### config.mk
export PLATFORM = sky130hd
export DESIGN_NAME = pixel_scanout
export DESIGN_NICKNAME = d
export VERILOG_FILES = /design/src/rtl/vscan_pkg.sv /design/src/rtl/scan_timing.sv /design/src/rtl/fetch_align.sv /design/src/rtl/color_lut.sv /design/src/rtl/pixel_scanout.sv
export SDC_FILE = /design/constraint.sdc
export NUM_CORES = 1
export LEC_CHECK = 0
export ABC_CLOCK_PERIOD_IN_PS = 3500
export CORE_MARGIN = 2
export CORE_UTILIZATION = 59
export CTS_CLUSTER_DIAMETER = 50
export DETAILED_ROUTE_END_ITERATION = 7
export PLACE_DENSITY_LB_ADDON = 0.25
export SETUP_SLACK_MARGIN = 0.2
export SYNTH_ARGS = -nofsm -noshare
export SYNTH_HDL_FRONTEND = slang
export SYNTH_SLANG_ARGS = --single-unit
### constraint.sdc
create_clock -name clk -period 3.5 [get_ports clk]
set_input_delay 0.7 -clock clk [delete_from_list [all_inputs] [get_ports clk]]
set_output_delay 0.7 -clock clk [all_outputs]
set_load 0.02 [all_outputs]
### src/rtl/vscan_pkg.sv
package vscan_pkg;

    typedef struct packed {
        logic [3:0] r;
        logic [3:0] g;
        logic [3:0] b;
    } rgb12_t;

    // Position information carried alongside the pixel data.
    typedef struct packed {
        logic       active;
        logic [2:0] phase;
        logic       hsync_n;
        logic       vsync;
        logic       vblank;
    } beam_t;

    localparam beam_t BEAM_IDLE = '{active: 1'b0, phase: 3'd0,
                                    hsync_n: 1'b1, vsync: 1'b0, vblank: 1'b1};

    localparam int PIX_PER_WORD = 8;

    // Nibble k counted from the most significant end.
    function automatic logic [3:0] pick_nibble(input logic [31:0] w, input logic [2:0] k);
        return w[5'd31 - {k, 2'b00} -: 4];
    endfunction

endpackage

### src/rtl/scan_timing.sv
module scan_timing
    import vscan_pkg::*;
#(
    parameter int H_ACTIVE = 640,
    parameter int H_FP     = 16,
    parameter int H_SYNC   = 96,
    parameter int H_BP     = 48,
    parameter int V_ACTIVE = 400,
    parameter int V_FP     = 12,
    parameter int V_SYNC   = 2,
    parameter int V_BP     = 35,
    parameter int ADDR_W   = 16
) (
    input  logic              clk,
    input  logic              rst,
    output beam_t             beam,
    output logic              req,
    output logic [ADDR_W-1:0] req_addr
);
    localparam int H_TOTAL = H_ACTIVE + H_FP + H_SYNC + H_BP;
    localparam int V_TOTAL = V_ACTIVE + V_FP + V_SYNC + V_BP;
    localparam int HCW     = $clog2(H_TOTAL);
    localparam int VCW     = $clog2(V_TOTAL);
    localparam int WPR     = H_ACTIVE / PIX_PER_WORD;

    localparam logic [HCW-1:0] H_LAST   = HCW'(H_TOTAL - 1);
    localparam logic [VCW-1:0] V_LAST   = VCW'(V_TOTAL - 1);
    localparam logic [HCW-1:0] H_VIS    = HCW'(H_ACTIVE);
    localparam logic [HCW-1:0] HS_START = HCW'(H_ACTIVE + H_FP);
    localparam logic [HCW-1:0] HS_END   = HCW'(H_ACTIVE + H_FP + H_SYNC);
    localparam logic [VCW-1:0] V_VIS    = VCW'(V_ACTIVE);
    localparam logic [VCW-1:0] VS_START = VCW'(V_ACTIVE + V_FP);
    localparam logic [VCW-1:0] VS_END   = VCW'(V_ACTIVE + V_FP + V_SYNC);

    logic [HCW-1:0]    hcnt;
    logic [VCW-1:0]    vcnt;
    logic [ADDR_W-1:0] row_base;

    // Reset parks the beam on the last (blank) position of the frame.
    always_ff @(posedge clk) begin
        if (rst) begin
            hcnt     <= H_LAST;
            vcnt     <= V_LAST;
            row_base <= '0;
        end else if (hcnt == H_LAST) begin
            hcnt <= '0;
            if (vcnt == V_LAST) begin
                vcnt     <= '0;
                row_base <= '0;
            end else begin
                vcnt     <= vcnt + 1'b1;
                row_base <= row_base + ADDR_W'(WPR);
            end
        end else begin
            hcnt <= hcnt + 1'b1;
        end
    end

    always_comb begin
        beam.active  = (hcnt < H_VIS) && (vcnt < V_VIS);
        beam.phase   = hcnt[2:0];
        beam.hsync_n = !((hcnt >= HS_START) && (hcnt < HS_END));
        beam.vsync   = (vcnt >= VS_START) && (vcnt < VS_END);
        beam.vblank  = (vcnt >= V_VIS);
        req          = beam.active && (hcnt[2:0] == 3'd0);
        req_addr     = row_base + ADDR_W'(hcnt >> 3);
    end

endmodule

### src/rtl/fetch_align.sv
module fetch_align
    import vscan_pkg::*;
#(
    parameter int MEM_LAT = 2
) (
    input  logic        clk,
    input  logic        rst,
    input  beam_t       beam_in,
    input  logic [31:0] mem_rdata,
    output beam_t       beam_out,
    output logic [3:0]  pix_idx
);
    beam_t       stage [MEM_LAT];
    logic [31:0] word_q;
    logic        load;

    always_ff @(posedge clk) begin
        if (rst) stage[0] <= BEAM_IDLE;
        else     stage[0] <= beam_in;
    end

    for (genvar g = 1; g < MEM_LAT; g++) begin : g_stage
        always_ff @(posedge clk) begin
            if (rst) stage[g] <= BEAM_IDLE;
            else     stage[g] <= stage[g-1];
        end
    end

    assign beam_out = stage[MEM_LAT-1];
    assign load     = beam_out.active && (beam_out.phase == 3'd0);

    always_ff @(posedge clk) begin
        if (rst)       word_q <= '0;
        else if (load) word_q <= mem_rdata;
    end

    // The first pixel of a group is taken straight from the returning data.
    assign pix_idx = load ? pick_nibble(mem_rdata, 3'd0)
                          : pick_nibble(word_q, beam_out.phase);

endmodule

### src/rtl/color_lut.sv
module color_lut
    import vscan_pkg::*;
(
    input  logic       clk,
    input  logic       rst,
    input  logic       pal_we,
    input  logic [3:0] pal_sel,
    input  logic [11:0] pal_data,
    input  beam_t      beam_in,
    input  logic [3:0] pix_idx,
    output rgb12_t     rgb,
    output logic       hsync_n,
    output logic       vsync,
    output logic       vblank
);
    rgb12_t table_q [16];

    for (genvar e = 0; e < 16; e++) begin : g_entry
        always_ff @(posedge clk) begin
            if (rst)                                   table_q[e] <= '0;
            else if (pal_we && (pal_sel == 4'(e)))     table_q[e] <= rgb12_t'(pal_data);
        end
    end

    always_ff @(posedge clk) begin
        if (rst) begin
            rgb     <= '0;
            hsync_n <= 1'b1;
            vsync   <= 1'b0;
            vblank  <= 1'b1;
        end else begin
            rgb     <= beam_in.active ? table_q[pix_idx] : '0;
            hsync_n <= beam_in.hsync_n;
            vsync   <= beam_in.vsync;
            vblank  <= beam_in.vblank;
        end
    end

endmodule

### src/rtl/pixel_scanout.sv
module pixel_scanout
    import vscan_pkg::*;
#(
    parameter int H_ACTIVE = 640,
    parameter int H_FP     = 16,
    parameter int H_SYNC   = 96,
    parameter int H_BP     = 48,
    parameter int V_ACTIVE = 400,
    parameter int V_FP     = 12,
    parameter int V_SYNC   = 2,
    parameter int V_BP     = 35,
    parameter int MEM_LAT  = 2,
    parameter int ADDR_W   = 16
) (
    input  logic              clk,
    input  logic              rst,
    output logic              mem_rd_en,
    output logic [ADDR_W-1:0] mem_addr,
    input  logic [31:0]       mem_rdata,
    input  logic              pal_we,
    input  logic [3:0]        pal_sel,
    input  logic [11:0]       pal_data,
    output logic [3:0]        red_o,
    output logic [3:0]        green_o,
    output logic [3:0]        blue_o,
    output logic              hsync_n_o,
    output logic              vsync_o,
    output logic              vblank_o
);
    beam_t      beam_now;
    beam_t      beam_late;
    logic [3:0] idx;
    rgb12_t     rgb;

    scan_timing #(
        .H_ACTIVE(H_ACTIVE), .H_FP(H_FP), .H_SYNC(H_SYNC), .H_BP(H_BP),
        .V_ACTIVE(V_ACTIVE), .V_FP(V_FP), .V_SYNC(V_SYNC), .V_BP(V_BP),
        .ADDR_W(ADDR_W)
    ) u_timing (
        .clk(clk), .rst(rst), .beam(beam_now),
        .req(mem_rd_en), .req_addr(mem_addr)
    );

    fetch_align #(.MEM_LAT(MEM_LAT)) u_fetch (
        .clk(clk), .rst(rst), .beam_in(beam_now), .mem_rdata(mem_rdata),
        .beam_out(beam_late), .pix_idx(idx)
    );

    color_lut u_lut (
        .clk(clk), .rst(rst), .pal_we(pal_we), .pal_sel(pal_sel),
        .pal_data(pal_data), .beam_in(beam_late), .pix_idx(idx),
        .rgb(rgb), .hsync_n(hsync_n_o), .vsync(vsync_o), .vblank(vblank_o)
    );

    assign red_o   = rgb.r;
    assign green_o = rgb.g;
    assign blue_o  = rgb.b;

endmodule

==> impl_metrics.csv <==
group,metric,value,unit
status,status,"finished clean",
flow_run,cap_viol_max_count,0,
final_layout,layout.nets,1220,
global_route,grt_max_degree,84,
global_route,antenna_found_initial,0,
sta,maxSlewHeadroom,17.0,%
critical_path,cp_cell_sequence,"o311ai_1 > nand2_1 > nor3b_1 > clkdlybuf4s50_1",
detailed_routing,wl_per_cell,19.8,um
synthesis,synth_nets,1144,
place,pre_cts_ws,0.343,ns
cts,cts_max_level,1,
synthesis,muxShareOfSynthArea,8.82,%
floorplanning,num_rows,53,
sta,finalCriticalPeriod,3.18,ns
critical_path,regToRegSetupSlack,0.50,ns
final_layout,layout-drive-gt1-share,10.5,%
cts,root_buffer,"clkbuf_16",
critical_path,end_kind,"output port",
synthesis,synth_compound_area_share,6.40,%
synthesis,synth_edf_count,192,
final_layout,area_growth,18.2,%
synthesis,yosys_warnings,0,
cts,cts_buffer_depth,3,
sta,worst_pin_slew,1.24,ns
min_path,min_to,"u_lut.hsync_n",
final_layout,diodes,0,
sta,hold_viol,0,
min_path,hold_depth,1,
global_route,grt-ovfl-total,0,
critical_path,cp-start-kind,"register",
synthesis,synthCells,1085,
critical_path,critPathMaxStageDelay,0.65,ns
floorplanning,pin_count,83,
synthesis,post-synth-top-count-cell,"and2_1",
global_route,grt_usage,25.9,%
min_path,hold_path_class,"register to register",
critical_path,slowest_stage,"clkdlybuf4s50_1",
synthesis,synth_area_leaders,"edfxtp_1 (45%), dfxtp_1 (14%), and2_1 (9.5%)",
critical_path,rr_worst_depth,8,
cts,path_clk_slew,0.06,ns
floorplanning,core_area,0.0211,mm2
detailed_routing,drt-vias-per-instance,5.74,
critical_path,r2r-end,"u_lut.rgb[0]",
synthesis,synth_top_flop_cell,"edfxtp_1",
synthesis,synth_adder_area_share,0.786,%
power,ir_worst_vdd,0.000444,V
critical_path,required,2.80,ns
detailed_routing,wl,28900,um
power,cellLeakagePower,0.00550,uW
sta,fin_skew,0.0202,ns
detailed_routing,drtPass1Iterations,5,
cts,cts-buffers-inserted,31,
final_layout,nFillCells,1505,
synthesis,avgSynthCellArea,11.7,um2
critical_path,r2r-start,"u_fetch.stage[1][4]",
min_path,holdCritStartpoint,"u_fetch.stage[1][2]",
cts,cts.sinks,284,
sta,timing.fmax,315,MHz
synthesis,synthSimpleGateAreaFrac,18.8,%
sta,layout_setup_ws,0.322,ns
place,place.gp.congestion,0.873,
synthesis,synth_top_cell_area_share,45.3,%
sta,final-max-slew-violation-count,0,
power,power.density,600,mW/mm2
synthesis,synth_top_family_by_area,"simple AND/OR/NAND/NOR gates",
critical_path,worstPathArrival,2.48,ns
synthesis,synth_async_sr_flop_share,0,%
synthesis,synth_xor_area_share,2.27,%
global_route,grt_pass1_vias,8126,
detailed_routing,post-route-drc-count,0,
critical_path,crit_buf_inv,1,
floorplanning,start_util,60.4,%
synthesis,ys_ff_latch,284,
critical_path,path_delay_family,"buffers and inverters",
floorplanning,die-area,0.0228,mm2
place,dp_hpwl,19000,um
critical_path,path_class,"register to output port",
cts,cts_tree,"built",
sta,setup_viol,0,
detailed_routing,ant_nets,0,
floorplanning,die_height,151,um
critical_path,cp.depth,4,
place,io_buffers,82,
cts,cts-hold-fix-buffers,0,
sta,holdWs,0.407,ns
critical_path,path_max_fanout,5,
cts,worstSkewPairLatency,0.56,ns
floorplanning,die_width,151,um
synthesis,synth_area,0.0127,mm2
synthesis,synth_common_cells,"and2_1 (193), edfxtp_1 (192), mux2i_1 (102), dfxtp_1 (92), nand2_1 (90)",
sta,rsz0062_at_grt,"false",
global_route,grt_pass1_wl,45000,um
detailed_routing,via_count,8380,
detailed_routing,first_iter_violations,648,
synthesis,synth_top_area_cell,"edfxtp_1",
sta,fin_setup_tns,0,ns
sta,min_period_over_period,90.8,%
synthesis,netlist-cell-type-count,55,
synthesis,synth-seq-area-share,59.8,%
worst register-to-register path, cell delays in order (launching register included):
cell and delay, ns:
dfxtp_1 0.64, buf_4 0.23, mux2_1 0.31, a22oi_1 0.24, nand3_2 0.24, buf_4 0.24
nand3b_2 0.20, o22ai_1 0.23, or4_1 0.55
through the flow:
step / cells / cell area (um2) / util (%) / power, uW
2_1_floorplan: 1085 / 12700 / - / 5040
3_3_place_gp: 1403 / 13900 / 65.9 / 5470
3_5_place_dp: 1403 / 13900 / 65.9 / 5510
4_1_cts: 1461 / 15000 / 71.3 / 9070
5_1_grt: 1461 / 15000 / 71.3 / 9330
6_report: 1461 / 15000 / 71.3 / 9020
state kept, by name, indices dropped and copies added (netlist names):
register / flops
u_timing.vcnt: 9
u_lut.rgb: 12
u_timing.hcnt: 10
u_fetch.word_q: 32
u_fetch.stage: 14
u_timing.row_base: 12
u_lut.vblank: 1
u_lut.table_q: 192
u_lut.hsync_n: 1
u_lut.vsync: 1
where the power goes:
part	total [uW]	switching (uW)	internal, uW	leakage (uW)
sequential	4010	177	3830	0.00259
combinational	1450	810	636	0.00235
clock	3570	1300	2260	0.000556
layer usage:
metal	up-vias	GRT usage, %	share of wire [%]
met2	266	42.7	48
li1	3974	-	-
met1	4091	36.7	44
met4	0	6.21	2.2
met3	49	3.67	6.5
met5	-	0	0
logic make-up after synthesis:
family,count (synthesis)
AND/OR/NAND/NOR,428
flip-flops,284
AO/OA/AOI/OAI,130
multiplexers,108
buffers and inverters,94
XOR/XNOR,33
adder cells (fa/ha/maj),8
worst max path at each step:
| stage | end | slack (ns) | startpoint |
|---|---|---|---|
| final | mem_rd_en | 0.32 | u_timing.vcnt[4] |
| after global routing | mem_addr[15] | 0.21 | u_timing.hcnt[8] |
| after CTS | mem_addr[15] | 0.12 | u_timing.hcnt[8] |
| after detailed placement | mem_addr[15] | 0.34 | u_timing.hcnt[7] |
| after global placement | mem_addr[15] | 0.36 | u_timing.hcnt[8] |
| after floorplan | mem_addr[15] | 0.85 | u_timing.hcnt[8] |
cells in the final DEF, fill, tap and decap left out, types with 7 or more instances in the layout:
master and instances:
nor2_1 41, bufinv_16 7, o22ai_1 42, o21bai_1 16, dfxtp_1 90, buf_4 40
xor2_1 17, clkdlybuf4s50_1 73, nor2b_1 15, ha_1 8, a21oi_1 41, mux2i_1 102
nand3_1 18, clkbuf_16 33, nor3_1 13, edfxtp_1 192, or2_2 7, and2_1 193
inv_1 13, a21o_1 8, nand2_1 90, xnor2_1 16, or4_1 11
repair_timing:
item	4_1_cts	5_1_grt
gates resized for setup	21	10
endpoints found under the hold margin	0	0
setup buffers	0	0
endpoints found under the setup margin	8	8
pin swaps	0	1
cell type report:
| cell class | instances | area [um2] | share of cell area, % |
|---|---|---|---|
| clock buffer | 38 | 865 | 5.75 |
| sequential | 284 | 7610 | 50.6 |
| inverter | 13 | 48.8 | 0.324 |
| multi-input combinational | 707 | 4740 | 31.5 |
| clock inverter | 20 | 282 | 1.87 |
| timing repair buffer | 124 | 1150 | 7.64 |
| tap | 275 | 344 | 2.29 |
(Power assumes the default switching activity.)
